[config.mk]
export PLATFORM = sky130hd
export DESIGN_NAME = lpm_sequencer
export DESIGN_NICKNAME = d
export VERILOG_FILES = /design/src/rtl/lpm_sequencer.sv
export SDC_FILE = /design/constraint.sdc
export NUM_CORES = 1
export LEC_CHECK = 0
export BUFFER_PORTS_ARGS = -buffer_cell sky130_fd_sc_hd__buf_4
export CORE_AREA = 2 2 39 41
export DETAILED_ROUTE_END_ITERATION = 8
export DIE_AREA = 0 0 41 43
export GPL_TIMING_DRIVEN = 0
export PLACE_DENSITY = 0.79
export SYNTH_ARGS = -nofsm -noshare
export SYNTH_HDL_FRONTEND = slang
export SYNTH_SLANG_ARGS = --single-unit
[constraint.sdc]
create_clock -name clk -period 2.9 [get_ports clk]
set_input_delay 0.435 -clock clk [delete_from_list [all_inputs] [get_ports clk]]
set_output_delay 0.435 -clock clk [all_outputs]
set_load 0.02 [all_outputs]
[src/rtl/lpm_sequencer.sv]
module lpm_sequencer #(
  parameter int NSRC = 8,
  parameter int NPIN = 4
) (
  input  logic            clk,
  input  logic            rst_n,
  input  logic            mode_wr,
  input  logic [2:0]      mode_code,
  input  logic [NSRC-1:0] irq_pend,
  input  logic [NSRC-1:0] irq_mask,
  input  logic            obey_mask,
  input  logic [NPIN-1:0] pin_wake,
  output logic            core_clk_en,
  output logic            periph_stby,
  output logic            disp_refresh_en,
  output logic            ring_osc_sel,
  output logic            reset_req,
  output logic            deep_off,
  output logic [2:0]      status_mode,
  output logic [1:0]      status_cause
);
  localparam logic [2:0] M_RUN = 3'd0, M_IDLE = 3'd1, M_SBD = 3'd2, M_SBY = 3'd3,
                         M_RING = 3'd4, M_SLP = 3'd6, M_DSL = 3'd7;
  localparam logic [1:0] C_NONE = 2'd0, C_IRQ = 2'd1, C_PIN = 2'd2;

  logic [2:0] mode_q;
  logic [1:0] cause_q, early_q;
  logic       rreq_q;

  wire irq_any = obey_mask ? |(irq_pend & irq_mask) : |irq_pend;
  wire pin_any = |pin_wake;

  function automatic logic [1:0] cause_for(input logic [2:0] m, input logic irq, input logic pin);
    if (m == M_IDLE && irq) return C_IRQ;
    if ((m == M_SBD || m == M_SBY || m == M_SLP || m == M_DSL) && pin) return C_PIN;
    return C_NONE;
  endfunction

  wire       in_lp      = (mode_q != M_RUN) && (mode_q != M_RING);
  wire       code_ok    = (mode_code != 3'd5);
  wire       wr_ok      = mode_wr && code_ok && !in_lp;
  wire [1:0] live_cause = cause_for(mode_q, irq_any, pin_any);
  wire [1:0] eff_cause  = (live_cause != C_NONE) ? live_cause : early_q;
  wire       wake       = in_lp && (eff_cause != C_NONE);

  always_ff @(posedge clk or negedge rst_n) begin
    if (!rst_n) begin
      mode_q  <= M_RUN;
      cause_q <= C_NONE;
      early_q <= C_NONE;
      rreq_q  <= 1'b0;
    end else if (wake) begin
      mode_q  <= M_RUN;
      cause_q <= eff_cause;
      early_q <= C_NONE;
      rreq_q  <= (mode_q == M_SLP) || (mode_q == M_DSL);
    end else if (wr_ok) begin
      mode_q  <= mode_code;
      early_q <= cause_for(mode_code, irq_any, pin_any);
      rreq_q  <= 1'b0;
    end else begin
      early_q <= C_NONE;
      rreq_q  <= 1'b0;
    end
  end

  assign core_clk_en     = !in_lp && !rreq_q;
  assign periph_stby     = (mode_q == M_SBD) || (mode_q == M_SBY) || (mode_q == M_SLP) || (mode_q == M_DSL);
  assign disp_refresh_en = (mode_q == M_RUN) || (mode_q == M_RING) || (mode_q == M_IDLE) || (mode_q == M_SBD);
  assign ring_osc_sel    = (mode_q == M_RING);
  assign reset_req       = rreq_q;
  assign deep_off        = (mode_q == M_DSL);
  assign status_mode     = mode_q;
  assign status_cause    = cause_q;
endmodule

==> results of run 1 <==
worst min-delay path, cell delays in order:
cell and delay (ps):
sky130_fd_sc_hd__buf_4 120, sky130_fd_sc_hd__nand4b_1 90, sky130_fd_sc_hd__a211oi_2 60
synth_stat cells, types with 2 or more instances:
library cell               count
sky130_fd_sc_hd__a31oi_1       2
sky130_fd_sc_hd__nand2_1       3
sky130_fd_sc_hd__a22oi_1       2
sky130_fd_sc_hd__a21o_1        2
sky130_fd_sc_hd__a21oi_1       3
sky130_fd_sc_hd__nand2b_1      2
sky130_fd_sc_hd__nor3_1        3
sky130_fd_sc_hd__dfrtp_1       8
sky130_fd_sc_hd__o21ai_0       2
sky130_fd_sc_hd__nor2_1        5
logic make-up after synthesis:
family,Yosys count,share of synthesized area (%)
and+or+nand+nor,28,36.8
DFF,8,37.5
AOI/OAI and AO/OA,16,22.0
buffers and inverters,4,3.75
power groups by stage:
| stage | registers [mW] | logic, mW | clock network [mW] |
|---|---|---|---|
| global placement | 0.177 | 0.420 | 0 |
| CTS | 0.178 | 0.436 | 0.0805 |
| finish | 0.179 | 0.436 | 0.0812 |
| floorplan | 0.214 | 0.233 | 0 |
| global route | 0.184 | 0.473 | 0.0909 |
| detailed placement | 0.180 | 0.433 | 0 |
cell type report:
| type | instances | area (sq um) |
|---|---|---|
| repair buffers | 38 | 288 |
| fillers | 125 | 519 |
| well taps | 16 | 20.0 |
| flip-flops and latches | 8 | 200 |
| clock buffers | 3 | 22.5 |
| plain buffers | 3 | 16.3 |
| multi-input cells | 44 | 314 |
| inverters | 1 | 3.75 |
routing by layer:
| metal | share of wire, % | vias up | track usage (%) |
|---|---|---|---|
| met3 | 8.1 | 2 | 3.66 |
| met2 | 56 | 36 | 38.8 |
| li1 | - | 299 | - |
| met4 | 0.32 | 0 | 6.00 |
| met1 | 36 | 286 | 20.3 |
| met5 | 0 | - | 0 |
cells in the final DEF (no fill, tap or decap), drive strengths merged:
cell,netlist,final
a211oi,1,1
a21boi,1,1
a21o,2,2
a21oi,3,3
a222oi,1,1
a22oi,2,2
a31oi,2,2
and2,1,1
and3,1,1
and4,2,2
and4b,1,1
and4bb,1,1
buf,2,39
clkbuf,1,4
dfrtp,8,8
dlygate4sd3,0,1
inv,1,1
nand2,4,4
nand2b,2,2
nand3,1,1
nand4b,1,1
nor2,5,5
nor2b,1,1
nor3,4,4
nor4,2,2
o21ai,3,3
o311a,1,1
or2,1,1
or4,1,1
worst min path at each step:
stage | startpoint | to | slack [ps]
global placement | rst_n | reset_req$_DFF_PN0_ | 260
detailed placement | rst_n | status_cause[1]$_DFFE_PN0P_ | 260
finish | mode_code[0] | status_mode[0]$_DFFE_PN0P_ | 510
floorplan | rst_n | early_q[0]$_DFF_PN0_ | 140
CTS | rst_n | status_cause[1]$_DFFE_PN0P_ | 0.3
global route | mode_code[0] | status_mode[0]$_DFFE_PN0P_ | 520
flip-flops by register name, indices dropped and copies added, names as in the netlist:
name          flops
early_q           2
reset_req         1
status_cause      2
status_mode       3
==> impl_metrics.sql, run 1 <==
INSERT INTO impl_metrics (metric_group, metric, value, unit) VALUES
('cts', 'clock_net_sink_count', '8', ''),
('setup_path', 'last_element_of_the_critical_path', 'ring_osc_sel', ''),
('grt', 'grt_usage', '20.4', '%'),
('cts', 'cts_root_buffer', 'sky130_fd_sc_hd__clkbuf_4', ''),
('cts', 'insertion_delay', '240', 'ps'),
('route', 'vias_per_cell', '5.51', ''),
('setup_path', 'critical-path-top-delay-family', 'simple AND/OR/NAND/NOR gates', ''),
('final_layout', 'final_cell_count_no_fill', '113', ''),
('synth', 'yosys_warnings', '0', ''),
('pwr', 'power.ir.vdd_worst', '0.297', 'mV'),
('sta', 'period_needed', '1820', 'ps'),
('sta', 'maximum_clock_skew_at_final_layout', '0.642', 'ps'),
('synth', 'ys_seq_elements', '8', ''),
('pwr', 'internal_power_summed_over_all_cells', '391', 'uW'),
('setup_path', 'reg2reg_depth', '5', ''),
('final_layout', 'num-nets-final', '126', ''),
('floorplanning', 'number_of_placement_rows', '14', ''),
('synth', 'synth_area_leaders', 'sky130_fd_sc_hd__dfrtp_1 (37%), sky130_fd_sc_hd__nor4_4 (4.0%), sky130_fd_sc_hd__nor2_1 (3.5%)', ''),
('synth', 'synth.cell_area', '534', 'sq um'),
('sta', 'worst-slew-pin-transition', '328', 'ps'),
('sta', 'unrepaired_setup_endpoints_after_global_routing', 'false', ''),
('synth', 'synth_enable_flop_cells', '0', ''),
('route', 'detailedRoute.firstIterationViolations', '12', ''),
('pwr', 'total_switching_power', '305', 'uW'),
('floorplanning', 'boundaryPins', '38', ''),
('floorplanning', 'starting_density_of_the_core', '38.6', '%'),
('setup_path', 'cp_slowest_stage_delay', '370', 'ps'),
('floorplanning', 'die_y', '43', 'microns'),
('cts', 'cts_hold_repair.buffers', '0', ''),
('sta', 'final.period_utilization', '62.7', '%'),
('placed_design', 'dp_hpwl', '1280', 'microns'),
('outcome', 'result_of_the_run', 'finished clean', ''),
('pwr', 'relative_contribution_of_the_clock_network_to_total_power', '11.7', '%'),
('placed_design', 'numPortBuffers', '37', ''),
('route', 'wl', '1570', 'microns'),
('setup_path', 'rrSetupSlack', '1450', 'ps'),
('sta', 'hold_violations', '0', ''),
('setup_path', 'r2r_start', 'status_mode[0]$_DFFE_PN0P_', ''),
('placed_design', 'placed_cells', '109', ''),
('route', 'detail_route.wl_per_cell', '13.9', 'microns'),
('cts', 'clock_path_buffers', '2', ''),
('final_layout', 'antenna-diode-count', '0', ''),
('setup_path', 'critical_path.slowest_cell', 'sky130_fd_sc_hd__dfrtp_1', ''),
('setup_path', 'cell_chain_critical_path', 'buf_2 > nor2_1 > and2_1 > buf_4', ''),
('route', 'remaining_drc_errors', '0', ''),
('placed_design', 'gp_routability_congestion', '0.659', ''),
('route', 'route.vias.total', '623', ''),
('synth', 'synth.distinct_cells', '34', ''),
('synth', 'ys_dominant_reg_cell', 'sky130_fd_sc_hd__dfrtp_1', ''),
('route', 'drt_pass1_iterations', '5', ''),
('setup_path', 'required', '2470', 'ps'),
('pwr', 'p_comb_share', '62.6', '%'),
('cts', 'numCtsBuffers', '3', ''),
('final_layout', 'final_instance_area', '865', 'sq um'),
('sta', 'setup_viol', '0', ''),
('placed_design', 'dp_slack', '1150', 'ps'),
('cts', 'tritoncts', 'yes', ''),
('sta', 'maxSlewHeadroom', '78.0', '%'),
('pwr', 'power_frac_seq', '25.7', '%'),
('setup_path', 'crit_path_end_kind', 'output port', ''),
('sta', 'fin_worst_hold_slack', '506', 'ps'),
('sta', 'maxClockFrequency', '550', 'MHz'),
('cts', 'cts.repair.resized', '0', ''),
('pwr', 'p_sw_share', '43.8', '%'),
('floorplanning', 'core_area', '1380', 'sq um'),
('synth', 'netlist.area_leader.share', '37.5', '%'),
('cts', 'number_of_h_tree_levels', '1', ''),
('final_layout', 'drive_above_1_share', '54.6', '%'),
('floorplanning', 'die-width', '41', 'microns'),
('synth', 'postSynthAreaPerCell', '9.54', 'sq um'),
('setup_path', 'crit_start', 'status_mode[0]$_DFFE_PN0P_', '');
Power figures use the tool's default switching activity.
==> inputs of run 2 (changes only) <==
CORE_AREA = not set   (was 2 2 39 41)
CORE_MARGIN = 2   (was not set)
CORE_UTILIZATION = 35   (was not set)
DIE_AREA = not set   (was 0 0 41 43)
PLACE_DENSITY = 0.73   (was 0.79)
clock period = 1.6 ns   (was 2.9 ns; I/O delays follow)
==> impl_metrics.sql, run 2 (synthesis results as in run 1) <==
INSERT INTO impl_metrics (metric_group, metric, value, unit) VALUES
('final_layout', 'flip_flop_count_of_the_largest_register_all_copies_and_words_added', '3', ''),
('grt', 'grt_pass1_wl', '2340', 'microns'),
('setup_path', 'r2r_start', 'status_mode[0]$_DFFE_PN0P_', ''),
('grt', 'grt_max_degree', '11', ''),
('cts', 'clock_path_buffers', '2', ''),
('final_layout', 'antenna-diode-count', '0', ''),
('route', 'remaining_drc_errors', '0', ''),
('cts', 'post_cts.repair.setup_buffers', '0', ''),
('cts', 'tritoncts', 'yes', ''),
('sta', 'final.period_utilization', '94.9', '%'),
('setup_path', 'critical_path_at', '1280', 'ps'),
('sta', 'hold_violations', '0', ''),
('pwr', 'power.total', '1.27', 'mW'),
('final_layout', 'layout.area.seq', '201', 'sq um'),
('final_layout', 'area_delta_synth_final', '63.7', '%'),
('pwr', 'power.ir.vdd_worst', '0.608', 'mV'),
('final_layout', 'num-nets-final', '126', ''),
('floorplanning', 'boundaryPins', '38', ''),
('sta', 'maxClockFrequency', '659', 'MHz'),
('cts', 'insertion_delay', '250', 'ps'),
('pwr', 'total_switching_power', '546', 'uW'),
('pwr', 'power.density', '1460', 'nW/um^2'),
('floorplanning', 'number_of_placement_rows', '14', ''),
('flow_run', 'max-cap-violations', '0', ''),
('setup_path', 'reg2reg_depth', '5', ''),
('final_layout', 'multiInputGateArea', '317', 'sq um'),
('route', 'drt_pass1_iterations', '4', ''),
('worst_hold_path', 'worst_hold_startpoint', 'mode_code[0]', ''),
('cts', 'clk_transition_reported_paths', '60', 'ps'),
('pwr', 'static-leakage-power', '0.429', 'nW'),
('setup_path', 'worst-path-max-fanout', '10', ''),
('grt', 'grt_pass1_vias', '598', ''),
('worst_hold_path', 'min_path_type', 'input pin to flop', ''),
('route', 'detailedRoute.firstIterationViolations', '9', ''),
('cts', 'numCtsBuffers', '3', ''),
('cts', 'number_of_h_tree_levels', '1', ''),
('route', 'wl', '1420', 'microns'),
('route', 'vias_per_cell', '5.45', ''),
('sta', 'timing_max_transition_violations_final', '0', ''),
('outcome', 'result_of_the_run', 'finished clean', ''),
('pwr', 'p_comb_share', '62.2', '%'),
('grt', 'grt_util_met1', '19.1', '%'),
('pwr', 'relative_contribution_of_the_clock_network_to_total_power', '12.1', '%'),
('final_layout', 'drive_above_1_share', '56.7', '%'),
('sta', 'worst-slew-pin-transition', '283', 'ps'),
('floorplanning', 'design.die.area', '1860', 'sq um'),
('setup_path', 'startpoint_type', 'flop', ''),
('route', 'detail_route.wl_per_cell', '12.6', 'microns'),
('floorplanning', 'die-width', '43.1', 'microns'),
('floorplanning', 'die_y', '43.1', 'microns'),
('floorplanning', 'core_area', '1470', 'sq um'),
('grt', 'grt_usage', '16.4', '%'),
('final_layout', 'fillerInstances', '141', ''),
('worst_hold_path', 'whs_path_depth', '3', ''),
('final_layout', 'layout.cells.most_common_list', 'sky130_fd_sc_hd__buf_4 (38), sky130_fd_sc_hd__dfrtp_1 (7), sky130_fd_sc_hd__nor2_1 (4)', ''),
('route', 'ant_nets', '0', ''),
('setup_path', 'required', '1360', 'ps'),
('sta', 'unrepaired_setup_endpoints_after_global_routing', 'false', ''),
('sta', 'maxSlewHeadroom', '80.9', '%'),
('setup_path', 'crit_path_end_kind', 'output port', ''),
('sta', 'setup_total_negative_slack', '0', 'ps'),
('grt', 'grt_antenna_before_repair', '0', ''),
('route', 'route.vias.total', '616', ''),
('final_layout', 'final_common_cell', 'sky130_fd_sc_hd__buf_4', ''),
('pwr', 'internal_power_summed_over_all_cells', '728', 'uW'),
('placed_design', 'gp_routability_congestion', '0.703', ''),
('sta', 'period_needed', '1520', 'ps'),
('grt', 'globalRoute.busiestLayer', 'met2', ''),
('pwr', 'p_sw_share', '42.9', '%'),
('placed_design', 'dp_hpwl', '1200', 'microns'),
('floorplanning', 'starting_density_of_the_core', '36.3', '%'),
('cts', 'cts_root_buffer', 'sky130_fd_sc_hd__clkbuf_4', ''),
('placed_design', 'numPortBuffers', '37', ''),
('grt', 'grtUsageMet3', '3.83', '%'),
('cts', 'clock_net_sink_count', '8', ''),
('grt', 'grt_use_met2', '32.1', '%'),
('pwr', 'power_frac_seq', '25.7', '%'),
('setup_path', 'crit_start', 'status_mode[1]$_DFFE_PN0P_', ''),
('sta', 'maximum_clock_skew_at_final_layout', '1.10', 'ps'),
('grt', 'grt-ovfl-total', '0', ''),
('sta', 'setup_viol', '0', ''),
('setup_path', 'critical_path_class', 'flop to output port', '');
## run 2: final cells by class
cell class / count / area share (%)
tap: 16 / 2.29
multi-input combinational: 44 / 36.2
buffer: 3 / 2.58
sequential: 8 / 23.0
timing repair buffer: 38 / 32.9
inverter: 1 / 0.429
clock buffer: 3 / 2.58
## run 2: power by group through the flow
stage | clock [mW] | sequential (mW) | combinational (mW)
after floorplan | 0 | 0.387 | 0.423
after CTS | 0.158 | 0.323 | 0.793
after global routing | 0.169 | 0.341 | 0.861
after global placement | 0 | 0.322 | 0.765
after detailed placement | 0 | 0.326 | 0.783
final | 0.154 | 0.328 | 0.792
## run 2: worst paths after layout
kind                                                to  slack (ps)
setup / recovery                       disp_refresh_en          80
hold / removal              status_mode[0]$_DFFE_PN0P_         310
setup reg to reg                  early_q[0]$_DFF_PN0_         290
hold reg to reg            status_cause[1]$_DFFE_PN0P_         530
max in group asynchronous   status_mode[1]$_DFFE_PN0P_        1120
min in group asynchronous          reset_req$_DFF_PN0_         340
## run 2: metal layers
layer / routed length (microns) / share of wire (%) / vias to the layer above
met5: 0 / 0 / -
met4: 9 / 0.63 / 0
met3: 117 / 8.2 / 2
met2: 758 / 53 / 40
met1: 534 / 38 / 276
li1: - / - / 298
## run 2: worst max-delay path, cell delays in order, from the launching register on
cell	delay (ps)
sky130_fd_sc_hd__dfrtp_2	400
sky130_fd_sc_hd__buf_6	140
sky130_fd_sc_hd__a21oi_1	60
sky130_fd_sc_hd__or2_2	270
sky130_fd_sc_hd__buf_4	160
## run 2: stage by stage
step                hold WS (ps)  util, %  worst slack, ps  std cells  cell area [sq um]
detailed placement          62.9     56.5             79.0        109                832
floorplan                  -55.6        -              192         56                534
global placement            62.5     56.5              110        109                832
finish                       306     59.4             82.1        113                875
global route                 314     59.4             21.0        113                875
CTS                          311     58.9             24.5        113                867
## run 2: timing repair
action                                 4_1_cts  5_1_grt
setup endpoints to repair                    1        2
pin swaps                                    0        0
hold buffers                                 1        0
endpoints found under the hold margin        8        0
gates resized for setup                      1        3
==> inputs of run 3 (changes only) <==
ABC_AREA = 1   (was not set)
CORE_UTILIZATION = 28   (was 35)
PLACE_DENSITY = not set   (was 0.73)
==> impl_metrics.sql, run 3 <==
INSERT INTO impl_metrics (metric_group, metric, value, unit) VALUES
('route', 'vias_per_cell', '4.25', ''),
('cts', 'numCtsBuffers', '3', ''),
('sta', 'hold_violations', '0', ''),
('setup_path', 'startpoint_type', 'flop', ''),
('sta', 'maximum_clock_skew_at_final_layout', '0.628', 'ps'),
('sta', 'setup_viol', '0', ''),
('floorplanning', 'starting_density_of_the_core', '30.5', '%'),
('setup_path', 'critical_path_at', '1240', 'ps'),
('route', 'drt_pass1_iterations', '4', ''),
('synth', 'ys_seq_elements', '8', ''),
('synth', 'synthesis.nets', '110', ''),
('sta', 'final.period_utilization', '92.6', '%'),
('final_layout', 'final_cell_count_no_fill', '152', ''),
('grt', 'grt_antenna_before_repair', '0', ''),
('synth', 'postSynthAreaPerCell', '6.48', 'sq um'),
('final_layout', 'num-nets-final', '156', ''),
('sta', 'worst-slew-pin-transition', '217', 'ps'),
('placed_design', 'gp_routability_congestion', '0.754', ''),
('floorplanning', 'boundaryPins', '38', ''),
('flow_run', 'max-cap-violations', '0', ''),
('floorplanning', 'die_y', '47.8', 'microns'),
('grt', 'grt_usage', '14.4', '%'),
('sta', 'unrepaired_setup_endpoints_after_global_routing', 'false', ''),
('route', 'route.vias.total', '646', ''),
('synth', 'synth_enable_flop_cells', '0', ''),
('route', 'ant_nets', '0', ''),
('sta', 'setup_total_negative_slack', '0', 'ps'),
('synth', 'ys_top_cells_by_count', 'sky130_fd_sc_hd__nand2_1 (30), sky130_fd_sc_hd__nor2_1 (13), sky130_fd_sc_hd__inv_1 (9), sky130_fd_sc_hd__dfrtp_1 (8), sky130_fd_sc_hd__nor2_2 (4)', ''),
('cts', 'cts_root_buffer', 'sky130_fd_sc_hd__clkbuf_4', ''),
('synth', 'synth.cell_area', '538', 'sq um'),
('placed_design', 'dp_hpwl', '1150', 'microns'),
('placed_design', 'placed_cells', '145', ''),
('cts', 'clock_net_sink_count', '8', ''),
('setup_path', 'cp_slowest_stage_delay', '430', 'ps'),
('synth', 'synth.distinct_cells', '16', ''),
('grt', 'grt_pass1_wl', '2260', 'microns'),
('final_layout', 'fillerInstances', '197', ''),
('pwr', 'power.density', '1470', 'nW/um^2'),
('route', 'detailedRoute.firstIterationViolations', '8', ''),
('final_layout', 'area_delta_synth_final', '69.1', '%'),
('synth', 'post-synth-top-area-cell', 'sky130_fd_sc_hd__dfrtp_1', ''),
('cts', 'tritoncts', 'yes', ''),
('floorplanning', 'number_of_placement_rows', '15', ''),
('final_layout', 'antenna-diode-count', '0', ''),
('setup_path', 'cell_chain_critical_path', 'nor2_4 > bufinv_8 > nor2_1 > buf_4', ''),
('pwr', 'static-leakage-power', '0.521', 'nW'),
('worst_hold_path', 'min_path_type', 'input pin to flop', ''),
('floorplanning', 'core_area', '1760', 'sq um'),
('setup_path', 'crit_path_end_kind', 'output port', ''),
('cts', 'insertion_delay', '250', 'ps'),
('final_layout', 'final_common_cell', 'sky130_fd_sc_hd__buf_4', ''),
('synth', 'synth.yosys.seq_area_share', '37.2', '%'),
('placed_design', 'numPortBuffers', '37', ''),
('sta', 'maxClockFrequency', '675', 'MHz'),
('floorplanning', 'die-width', '47.8', 'microns'),
('route', 'wl', '1380', 'microns'),
('setup_path', 'critical_path_class', 'flop to output port', ''),
('grt', 'grt_pass1_vias', '597', ''),
('route', 'detail_route.wl_per_cell', '9.11', 'microns'),
('setup_path', 'worst-path-max-fanout', '4', ''),
('outcome', 'result_of_the_run', 'finished clean', ''),
('synth', 'synth_most_common_cell', 'sky130_fd_sc_hd__nand2_1', ''),
('synth', 'synthCells', '83', ''),
('setup_path', 'crit_buf_inv', '2', ''),
('cts', 'number_of_h_tree_levels', '1', ''),
('route', 'remaining_drc_errors', '0', ''),
('sta', 'period_needed', '1480', 'ps'),
('grt', 'grt-ovfl-total', '0', ''),
('pwr', 'power.ir.vdd_worst', '0.592', 'mV'),
('synth', 'ys_dominant_reg_cell', 'sky130_fd_sc_hd__dfrtp_1', ''),
('sta', 'maxSlewHeadroom', '85.5', '%'),
('cts', 'clk_transition_reported_paths', '50', 'ps'),
('synth', 'yosys_warnings', '0', ''),
('final_layout', 'flip_flop_count_of_the_largest_register_all_copies_and_words_added', '3', ''),
('cts', 'clock_path_buffers', '2', ''),
('synth', 'netlist.area_leader.share', '37.2', '%'),
('synth', 'synth-async-reset-ratio', '100', '%'),
('setup_path', 'required', '1360', 'ps'),
('synth', 'synth_area_leaders', 'sky130_fd_sc_hd__dfrtp_1 (37%), sky130_fd_sc_hd__nand2_1 (21%), sky130_fd_sc_hd__nor2_1 (9.1%)', ''),
('final_layout', 'drive_above_1_share', '43.3', '%'),
('setup_path', 'critical_path.slowest_cell', 'sky130_fd_sc_hd__dfrtp_2', ''),
('sta', 'timing_max_transition_violations_final', '0', ''),
('floorplanning', 'design.die.area', '2290', 'sq um'),
('setup_path', 'critical-path-top-delay-family', 'flip-flops', ''),
('final_layout', 'layout.cells.most_common_list', 'sky130_fd_sc_hd__buf_4 (40), sky130_fd_sc_hd__nand2_1 (30), sky130_fd_sc_hd__nor2_1 (13)', ''),
('grt', 'grt_max_degree', '9', '');
## run 3: cell types whose count changed after synthesis, moves of 4 or more
cell	change
sky130_fd_sc_hd__inv_1	+8
sky130_fd_sc_hd__nand2_1	+27
sky130_fd_sc_hd__nor2_1	+8
sky130_fd_sc_hd__nor2_2	+4
## run 3: metrics by stage
stage	hold WS [ps]	area (sq um)	worst slack (ps)	utilization, %	total power [mW]
floorplan	-55.6	538	192	-	0.826
global placement	64.0	847	239	48.0	1.11
detailed placement	64.1	847	245	48.0	1.12
CTS	150	885	4.69	50.1	1.29
global route	148	910	2.05	51.6	1.46
finish	159	910	118	51.6	1.33
## run 3: cells by family after synthesis
group	share of synthesized area [%]
buffers and inverters	11.6
and+or+nand+nor	46.5
AOI/OAI and AO/OA	4.65
DFF	37.2
## run 3: worst paths after layout
kind                                        startpoint                           to  slack [ps]  cells past startpoint
setup / recovery            status_mode[0]$_DFFE_PN0P_                 ring_osc_sel         120                      4
hold / removal                            mode_code[2]         early_q[0]$_DFF_PN0_         160                      2
setup reg to reg            status_mode[1]$_DFFE_PN0P_   status_mode[0]$_DFFE_PN0P_         280                      9
hold reg to reg            status_cause[0]$_DFFE_PN0P_  status_cause[0]$_DFFE_PN0P_         470                      2
max in group asynchronous                        rst_n   status_mode[1]$_DFFE_PN0P_        1110                      2
min in group asynchronous                        rst_n         early_q[1]$_DFF_PN0_         350                      2
## run 3: layout make-up
| type | count | area (sq um) | area share [%] |
|---|---|---|---|
| flip-flops and latches | 8 | 203 | 22.3 |
| inverters | 12 | 58.8 | 6.46 |
| clock buffers | 3 | 22.5 | 2.48 |
| well taps | 25 | 31.3 | 3.44 |
| multi-input cells | 62 | 280 | 30.8 |
| plain buffers | 1 | 3.75 | 0.413 |
| repair buffers | 41 | 310 | 34.1 |
## run 3: worst reg2reg max path: stages, from the launching register on
cell and delay [ps]:
sky130_fd_sc_hd__dfrtp_2 440, sky130_fd_sc_hd__buf_4 150, sky130_fd_sc_hd__inv_2 50, sky130_fd_sc_hd__nand2_1 50
sky130_fd_sc_hd__nor2_1 110, sky130_fd_sc_hd__nand3_2 110, sky130_fd_sc_hd__nand3_2 80, sky130_fd_sc_hd__nand2_2 70
sky130_fd_sc_hd__inv_2 100, sky130_fd_sc_hd__nor2_2 40
## run 3: timing repair
action	4_1_cts	5_1_grt
hold endpoints to repair	8	0
setup endpoints to repair	2	2
hold buffers	1	0
buffers inserted	0	3
pin swaps	0	1
resized for setup	1	2
## run 3: layer usage
metal	wire length, microns	vias to the layer above	GRT usage [%]	part of all wire, %
met4	0	0	3.24	0
met1	525	289	14.4	38
met5	0	-	0	0
met2	785	16	27.5	57
met3	73	0	5.66	5.3
li1	-	341	-	-
## run 3: report_power, final
part | switching, mW | internal (mW)
sequential | 0.0637 | 0.274
clock | 0.0673 | 0.0857
combinational | 0.442 | 0.401
